File: src/rtl/seg_drv_pkg.sv
package seg_drv_pkg;

  // Drive level code: {selected, phase}
  typedef enum logic [1:0] {
    LVL_V3  = 2'b00,
    LVL_V4  = 2'b01,
    LVL_VEE = 2'b10,
    LVL_V1  = 2'b11
  } drv_lvl_e;

  localparam int LVL_W = 2;

endpackage

File: src/rtl/seg_rst_sync.sv
module seg_rst_sync #(
  parameter int STAGES = 2
) (
  input  logic clk,
  input  logic rst_n_in,
  output logic rst_n_out
);

  logic [STAGES-1:0] sync_q;

  always_ff @(posedge clk or negedge rst_n_in) begin
    if (!rst_n_in) begin
      sync_q <= '0;
    end else begin
      sync_q <= {sync_q[STAGES-2:0], 1'b1};
    end
  end

  assign rst_n_out = sync_q[STAGES-1];

endmodule

File: src/rtl/seg_fill_ctrl.sv
module seg_fill_ctrl #(
  parameter int NUM_COLS = 80,
  parameter int NIB_W    = 4,
  localparam int NUM_NIBS = NUM_COLS / NIB_W,
  localparam int ADDR_W   = $clog2(NUM_COLS)
) (
  input  logic              clk,
  input  logic              rst_n,
  input  logic              par_mode,
  input  logic              shift_clk,
  input  logic              load_strb,
  input  logic              cd_in,
  output logic              wr_stb,
  output logic [ADDR_W-1:0] wr_addr,
  output logic              ld_stb,
  output logic              cd_out
);

  localparam logic [ADDR_W-1:0] LAST_SER = ADDR_W'(NUM_COLS - 1);
  localparam logic [ADDR_W-1:0] LAST_PAR = ADDR_W'(NUM_NIBS - 1);

  logic              shift_prev_q, load_prev_q;
  logic              shift_fall, load_fall;
  logic [ADDR_W-1:0] addr_q, addr_d;
  logic              cdo_q, cdo_d;
  logic              ctl_en;
  logic [ADDR_W-1:0] last_pos;

  // edge detection (strobes idle high)
  assign shift_fall = shift_prev_q & ~shift_clk;
  assign load_fall  = load_prev_q & ~load_strb;

  assign last_pos = par_mode ? LAST_PAR : LAST_SER;

  // accept: enabled by chain, not yet full, load has priority
  assign wr_stb = shift_fall & ~cd_in & cdo_q & ~load_fall;
  assign ctl_en = load_fall | wr_stb;

  always_comb begin
    addr_d = addr_q;
    cdo_d  = cdo_q;
    if (load_fall) begin
      addr_d = '0;
      cdo_d  = 1'b1;
    end else if (wr_stb) begin
      if (addr_q == last_pos) begin
        addr_d = '0;
        cdo_d  = 1'b0;
      end else begin
        addr_d = addr_q + 1'b1;
      end
    end
  end

  always_ff @(posedge clk or negedge rst_n) begin
    if (!rst_n) begin
      shift_prev_q <= 1'b1;
      load_prev_q  <= 1'b1;
    end else begin
      shift_prev_q <= shift_clk;
      load_prev_q  <= load_strb;
    end
  end

  always_ff @(posedge clk or negedge rst_n) begin
    if (!rst_n) begin
      addr_q <= '0;
      cdo_q  <= 1'b1;
    end else if (ctl_en) begin
      addr_q <= addr_d;
      cdo_q  <= cdo_d;
    end
  end

  assign wr_addr = addr_q;
  assign ld_stb  = load_fall;
  assign cd_out  = cdo_q;

endmodule

File: src/rtl/seg_line_store.sv
module seg_line_store #(
  parameter int NUM_COLS = 80,
  parameter int NIB_W    = 4,
  localparam int ADDR_W  = $clog2(NUM_COLS)
) (
  input  logic                clk,
  input  logic                rst_n,
  input  logic                par_mode,
  input  logic                wr_stb,
  input  logic [ADDR_W-1:0]   wr_addr,
  input  logic                sdi,
  input  logic [NIB_W-2:0]    pdi,
  input  logic                ld_stb,
  output logic [NUM_COLS-1:0] fill_q,
  output logic [NUM_COLS-1:0] disp_q
);

  logic [NIB_W-1:0]    nib;
  logic [NUM_COLS-1:0] col_we, col_din;
  logic [NUM_COLS-1:0] fill_d;

  assign nib = {pdi, sdi};

  // per-column address decode
  for (genvar c = 0; c < NUM_COLS; c++) begin : g_col
    localparam int NIB_IDX = c / NIB_W;
    localparam int BIT_IDX = c % NIB_W;
    logic hit;
    assign hit        = par_mode ? (wr_addr == ADDR_W'(NIB_IDX))
                                 : (wr_addr == ADDR_W'(c));
    assign col_we[c]  = wr_stb & hit;
    assign col_din[c] = par_mode ? nib[BIT_IDX] : sdi;
  end

  always_comb begin
    for (int c = 0; c < NUM_COLS; c++) begin
      fill_d[c] = col_we[c] ? col_din[c] : fill_q[c];
    end
  end

  always_ff @(posedge clk or negedge rst_n) begin
    if (!rst_n) begin
      fill_q <= '0;
    end else if (wr_stb) begin
      fill_q <= fill_d;
    end
  end

  always_ff @(posedge clk or negedge rst_n) begin
    if (!rst_n) begin
      disp_q <= '0;
    end else if (ld_stb) begin
      disp_q <= fill_q;
    end
  end

endmodule

File: src/rtl/seg_level_map.sv
module seg_level_map
  import seg_drv_pkg::*;
#(
  parameter int NUM_COLS = 80
) (
  input  logic                      m_phase,
  input  logic                      disp_off,
  input  logic [NUM_COLS-1:0]       disp_q,
  output logic [LVL_W*NUM_COLS-1:0] col_lvl
);

  for (genvar c = 0; c < NUM_COLS; c++) begin : g_map
    logic     sel;
    drv_lvl_e lvl;
    assign sel = disp_q[c] & ~disp_off;
    always_comb begin
      case ({sel, m_phase})
        2'b00:   lvl = LVL_V3;
        2'b01:   lvl = LVL_V4;
        2'b10:   lvl = LVL_VEE;
        default: lvl = LVL_V1;
      endcase
    end
    assign col_lvl[LVL_W*c +: LVL_W] = lvl;
  end

endmodule

File: src/rtl/seg_column_driver.sv
module seg_column_driver
  import seg_drv_pkg::*;
#(
  parameter int NUM_COLS = 80,
  parameter int NIB_W    = 4,
  localparam int ADDR_W  = $clog2(NUM_COLS)
) (
  input  logic                      clk,
  input  logic                      rst_n,
  input  logic                      par_mode,
  input  logic                      shift_clk,
  input  logic                      load_strb,
  input  logic                      cd_in,
  input  logic                      sdi,
  input  logic [NIB_W-2:0]          pdi,
  input  logic                      m_phase,
  input  logic                      disp_off,
  output logic                      cd_out,
  output logic [LVL_W*NUM_COLS-1:0] col_lvl
);

  logic                rst_n_i;
  logic                wr_stb, ld_stb;
  logic [ADDR_W-1:0]   wr_addr;
  logic [NUM_COLS-1:0] fill_q, disp_q;

  seg_rst_sync #(.STAGES(2)) u_rst (
    .clk(clk), .rst_n_in(rst_n), .rst_n_out(rst_n_i)
  );

  seg_fill_ctrl #(.NUM_COLS(NUM_COLS), .NIB_W(NIB_W)) u_ctrl (
    .clk(clk), .rst_n(rst_n_i), .par_mode(par_mode),
    .shift_clk(shift_clk), .load_strb(load_strb), .cd_in(cd_in),
    .wr_stb(wr_stb), .wr_addr(wr_addr), .ld_stb(ld_stb), .cd_out(cd_out)
  );

  seg_line_store #(.NUM_COLS(NUM_COLS), .NIB_W(NIB_W)) u_store (
    .clk(clk), .rst_n(rst_n_i), .par_mode(par_mode),
    .wr_stb(wr_stb), .wr_addr(wr_addr), .sdi(sdi), .pdi(pdi),
    .ld_stb(ld_stb), .fill_q(fill_q), .disp_q(disp_q)
  );

  seg_level_map #(.NUM_COLS(NUM_COLS)) u_map (
    .m_phase(m_phase), .disp_off(disp_off), .disp_q(disp_q), .col_lvl(col_lvl)
  );

endmodule

File: config.mk
export PLATFORM = sky130hd
export DESIGN_NAME = seg_column_driver
export DESIGN_NICKNAME = d
export VERILOG_FILES = /design/src/rtl/seg_drv_pkg.sv /design/src/rtl/seg_rst_sync.sv /design/src/rtl/seg_fill_ctrl.sv /design/src/rtl/seg_line_store.sv /design/src/rtl/seg_level_map.sv /design/src/rtl/seg_column_driver.sv
export SDC_FILE = /design/constraint.sdc
export NUM_CORES = 1
export LEC_CHECK = 0
export CAP_MARGIN = 10
export CORE_AREA = 2 2 144 146
export CTS_BUF_LIST = sky130_fd_sc_hd__clkbuf_4
export CTS_CLUSTER_SIZE = 14
export DETAILED_ROUTE_END_ITERATION = 10
export DIE_AREA = 0 0 146 148
export PLACE_DENSITY_LB_ADDON = 0.3
export SLEW_MARGIN = 20
export SYNTH_ARGS = -nofsm -noshare
export SYNTH_HDL_FRONTEND = slang
export SYNTH_HIERARCHICAL = 1
export SYNTH_SLANG_ARGS = --single-unit
File: constraint.sdc
create_clock -name clk -period 5.5 [get_ports clk]
set_input_delay 0.55 -clock clk [delete_from_list [all_inputs] [get_ports clk]]
set_output_delay 0.55 -clock clk [all_outputs]
set_load 0.01 [all_outputs]
==> flow_summary.toml, run 1 <==
[status]
run_status = "completed"

[grt]
number_of_antenna_violations_at_the_first_check_in_global_routing = 1
gr-total-overflow = 0
total_global_routing_track_utilization_pct = 18.5
pin_count_of_the_biggest_net_entering_global_routing = 93
global_route_wire_length_before_repair_um = 31300
vias_in_the_first_global_route = 5819

[timing]
timing_worst_slew_pin_value_ps = 1110
max_slew_margin_pct = 25.1
grt_setup_unrepaired = "false"
fin_crit_ps = 3040
final-hold-violation-count = 0
setup-tns-final_ps = 0
slew_viol_final = 0
finalSetupViolCount = 0
timing.clock.skew_ps = 28.4
finalHoldWorstSlack_ps = 111
final_min_period_over_clock_period_pct = 55.3
maxClockFrequency_mhz = 329

[floorplan]
io_pins = 173
chipHeight_um = 148
core_um2 = 20000
rows = 52
initial_utilization_pct = 43.1
dieWidth_um = 146
floorplan.die_area_um2 = 21600

[clock_tree]
post-cts-setup-buffer-count = 0
path_clk_slew_ps = 140
clockRootBuffer = "clkbuf_4"
cts-htree-levels = 4
clk_latency_ps = 590
tritoncts_num_sinks = 172
cts_tree = "done"
tritoncts.num_buffers = 17
ctsLongestPathBuffers = 2
cts-resized-gates = 0
cts_hold_repair.buffers = 0

[setup_path]
endpoint_kind = "flop"
critPathTopFamily = "simple AND/OR/NAND/NOR gates"
crit_type = "reg2reg"
cp_num_buf_inv = 0
crit_path_cell_chain = "nand4bb_1, nor2_1, nor2b_2, a21oi_1, nor2_1, mux2_2"
slowest_stage = "nor2b_2"
required_ps = 5970
crit_arrival_ps = 3510
cp_most_frequent_cell = "nor2_1"
crit_fanout = 20
r2r_setup_slack_ps = 2460
startpoint_kind_of_the_worst_setup_timing_path = "flop"
crit_path_max_incr_delay_ps = 890

[finish]
drive_gt1_share_pct = 25.1
syn_to_final_growth_pct = 12.2
most_common_cell_after_layout_fill_and_taps_aside = "dfrtp_1"
n_fill_cell = 1857
postLayoutCellArea_um2 = 9680
most-common-layout-cells = "dfrtp_1 (168), mux2_2 (129), a21oi_1 (95)"
final_util_pct = 48.3
design.final.nets = 790

[detailed_routing]
drcViolationCount = 0
detailedRoute.firstPassIterationCount = 6
detail_route.vias_per_cell = 5.34
routedWlPerCell_um = 18.2
total_number_of_vias = 5661
top_signal_layer_used = "met4"
1st_iter_drt_viols = 474
wl_met3_um = 1290
wirelength_um = 19300
route.met2.wl_um = 9430
antenna_left = 0
wirelength_met1_um = 8370

[place]
dpl.hpwl_um = 12500
placement.io_buffers = 91
gpl.final_weighted_congestion = 0.793
detailed_place.area_um2 = 9360

[synthesis]
synthDistinctLibCells = 43
syn_inst = 802
syn-mean-instance-area_um2 = 10.8
share_of_synthesized_area_occupied_by_flip_flops_and_latches_pct = 49.9
postSynth.topFlopCell = "dfrtp_1"
nets_in_the_synthesized_netlist = 815
synthesis.area_um2 = 8630
synth_edf_count = 0
async_reset_ff_share_pct = 100
synth.ff_latch_count = 172
synth.yosys.warnings = 6

[power]
power_frac_clock_pct = 22.5
vdd_drop_max_mv = 0.117
power.internal_mw = 2.44
power.switching_fraction_pct = 27.6
power_density_nw_per_um2 = 348
power.switching_mw = 0.928
combinational_fraction_of_design_power_pct = 24.0
static-leakage-power_nw = 4.11
sequentialPowerShare_pct = 53.5

[min_path]
tightest_hold_check_type = "in2async"

[job]
timing.max_cap.violations = 0
[routing by layer]
layer,GRT usage [%],up-vias
li1,-,2601
met1,24.5,2826
met2,30.3,211
met3,4.35,23
met4,5.68,0
met5,0,-
[cells in the mapped netlist, types with 3 or more instances]
cell	number	share of area, %
dfrtp_1	169	49
nor2_1	77	3.3
and4bb_1	3	0.44
nor2b_1	82	5.9
a21o_1	5	0.44
clkbuf_1	113	4.9
nor3_1	4	0.23
and4b_1	4	0.46
nor4b_2	5	0.87
nor3b_2	4	0.58
a41oi_1	3	0.30
xor2_1	5	0.51
buf_2	26	1.5
nand2_1	12	0.52
a21oi_2	4	0.41
mux2_1	28	3.7
a21oi_1	95	5.5
dfstp_2	3	0.91
mux2_2	129	17
[flip-flops by register name, indices dropped and copies added (netlist names)]
signal and cells:
u_store/disp_q 80, u_ctrl/shift_prev_q 1, u_ctrl/cd_out 1, u_rst/sync_q 2, u_ctrl/wr_addr 7, u_store/fill_q 80
u_ctrl/load_prev_q 1
[worst paths after layout]
| check | start | to | depth (start not counted) |
|---|---|---|---|
| max | u_ctrl/cd_out | u_store/fill_q[72] | 6 |
| min | rst_n | u_rst/sync_q[1] | 1 |
| max reg2reg | u_ctrl/cd_out | u_store/fill_q[72] | 6 |
| min reg2reg | u_rst/sync_q[1] | u_store/fill_q[73] | 0 |
| max in group asynchronous | u_rst/sync_q[1] | u_store/fill_q[37] | 1 |
| min in group clk | u_rst/sync_q[0] | u_rst/sync_q[1] | 0 |
[power by group through the flow]
stage               sequential, mW  clock (mW)  combinational, mW
global placement              1.82           0              0.791
detailed placement            1.83           0              0.814
CTS                           1.81       0.780              0.818
floorplan                     1.74           0              0.565
global route                  1.85       0.837              0.878
finish                        1.80       0.756              0.807
[area by class of cell]
type                       count  area, um2  area share, %
timing repair buffer          98        961           9.93
antenna                        1       2.50         0.0259
tap                          270        338           3.49
inverter                       1       3.75         0.0388
clock buffer                  20        150           1.55
clock inverter                12        146           1.51
multi-input combinational    487       3760           38.9
sequential                   172       4310           44.6
[cells by family after synthesis]
logic type,synth area share [%]
and+or+nand+nor,15.0
muxes,20.5
AOI/OAI and AO/OA,7.29
DFF,49.9
adders and majority gates,0.145
xor gates and xnor gates,0.508
buffers and inverters,6.64
other,0.0435
[through the flow]
step	worst slack [ps]	total power [mW]	std cells
after floorplan	358	2.31	802
after global routing	2360	3.56	1061
after CTS	2360	3.40	1059
after global placement	1980	2.61	1027
final	2460	3.36	1061
after detailed placement	1910	2.65	1027
Power figures use the tool's default switching activity.
==> inputs of run 2 (changes only) <==
clock period = 2.7 ns   (was 5.5 ns; I/O delays follow)
==> flow_summary.toml, run 2 (synthesized netlist as in run 1, its figures left out) <==
[clock_tree]
cts-htree-levels = 4
cts_hold_repair.buffers = 1
clockRootBuffer = "clkbuf_4"
path_clk_slew_ps = 140
tritoncts_num_sinks = 172
post-cts-setup-buffer-count = 0
clk_latency_ps = 580
cts_tree = "done"
tritoncts.num_buffers = 17
cts-resized-gates = 0
ctsLongestPathBuffers = 2

[place]
placed_cells_incl_taps = 1049
dpl.hpwl_um = 12900
gpl.final_weighted_congestion = 0.843
placement.io_buffers = 91

[timing]
grt_setup_unrepaired = "false"
timing.clock.skew_ps = 14.4
finalSetupViolCount = 0
slew_viol_final = 0
final-hold-violation-count = 0
maxClockFrequency_mhz = 412
fin_crit_ps = 2430
setup-tns-final_ps = 0
timing_worst_slew_pin_value_ps = 858
final_min_period_over_clock_period_pct = 90.0
max_slew_margin_pct = 42.8

[job]
timing.max_cap.violations = 0

[setup_path]
worst-r2r-cell-count = 4
cp_num_buf_inv = 0
crit_fanout = 20
required_ps = 3160
crit_path_max_incr_delay_ps = 820
startpoint_kind_of_the_worst_setup_timing_path = "flop"
crit_path_cell_chain = "nor4bb_4, a21oi_1, nor2_1, mux2_1"
critPathTopFamily = "simple AND/OR/NAND/NOR gates"
crit_type = "reg2reg"
crit_arrival_ps = 2890
slowest_stage = "dfrtp_1"
endpoint_kind = "flop"
critical_path_cell_count = 4

[grt]
vias_in_the_first_global_route = 5706
global_route_wire_length_before_repair_um = 31100
pin_count_of_the_biggest_net_entering_global_routing = 93
total_global_routing_track_utilization_pct = 18.2
gr-total-overflow = 0
number_of_antenna_violations_at_the_first_check_in_global_routing = 1

[detailed_routing]
detailedRoute.firstPassIterationCount = 7
drcViolationCount = 0
1st_iter_drt_viols = 444
routedWlPerCell_um = 17.7
antenna_left = 0
detail_route.vias_per_cell = 5.21
wirelength_um = 19200
total_number_of_vias = 5646

[floorplan]
initial_utilization_pct = 43.1
floorplan.die_area_um2 = 21600
rows = 52
dieWidth_um = 146
chipHeight_um = 148
io_pins = 173
core_um2 = 20000

[power]
power_density_nw_per_um2 = 688
static-leakage-power_nw = 4.20
vdd_drop_max_mv = 0.246

[finish]
most_common_cell_after_layout_fill_and_taps_aside = "dfrtp_1"
drive_gt1_share_pct = 26.5
design.final.nets = 812
finish.cell_count_without_fillers = 1083
most-common-layout-cells = "dfrtp_1 (168), mux2_2 (129), a21oi_1 (95)"
n_fill_cell = 1848
syn_to_final_growth_pct = 14.1

[status]
run_status = "completed"

[min_path]
tightest_hold_check_type = "in2reg"
min_delay_path_depth = 3
run 2: cell type report:
type | count | area [um2] | share of cell area [%]
Antenna cell | 1 | 2.50 | 0.0254
Timing Repair Buffer | 120 | 1160 | 11.8
Clock buffer | 17 | 128 | 1.30
Inverter | 1 | 3.75 | 0.0381
Tap cell | 270 | 338 | 3.43
Multi-Input combinational cell | 487 | 3750 | 38.1
Sequential cell | 172 | 4310 | 43.8
Clock inverter | 15 | 148 | 1.50
run 2: worst paths after layout:
path | from | end | slack, ps
max | u_ctrl/wr_addr[3] | u_store/fill_q[37] | 270
min | par_mode | u_store/fill_q[18] | 120
max reg2reg | u_ctrl/wr_addr[3] | u_store/fill_q[37] | 270
min reg2reg | u_rst/sync_q[1] | u_store/disp_q[57] | 310
max in group asynchronous | u_rst/sync_q[1] | u_store/fill_q[36] | 1580
min in group asynchronous | u_rst/sync_q[1] | u_store/disp_q[57] | 310
run 2: worst min-delay path: cells and delay by family:
family                 cells  cell delay (ps)
and+or+nand+nor            1              120
AOI/OAI and AO/OA          1              120
buffers and inverters      1              150
run 2: stage by stage:
| step | power (mW) | util (%) | hold slack (ps) | worst slack [ps] | cell area [um2] |
|---|---|---|---|---|---|
| after detailed placement | 5.41 | 47.7 | 336 | 124 | 9560 |
| after floorplan | 4.70 | - | -25.6 | 437 | 8630 |
| final | 6.77 | 49.1 | 119 | 271 | 9850 |
| after global routing | 7.16 | 49.1 | 90.5 | 190 | 9850 |
| after CTS | 6.88 | 49.1 | 56.1 | 322 | 9840 |
| after global placement | 5.33 | 47.7 | 330 | 210 | 9560 |
run 2: routing by layer:
layer / part of all wire [%] / GRT usage [%] / vias to the layer above
met2: 48 / 29.6 / 167
met3: 4.8 / 3.33 / 24
met1: 45 / 24.8 / 2798
li1: - / - / 2657
met4: 1.5 / 5.97 / 0
met5: 0 / 0 / -
run 2: power breakdown:
group	internal (mW)	leakage (nW)	switching, mW
Combinational	1.06	1.91	0.621
Sequential	3.26	2.16	0.379
Clock	0.547	0.138	0.904
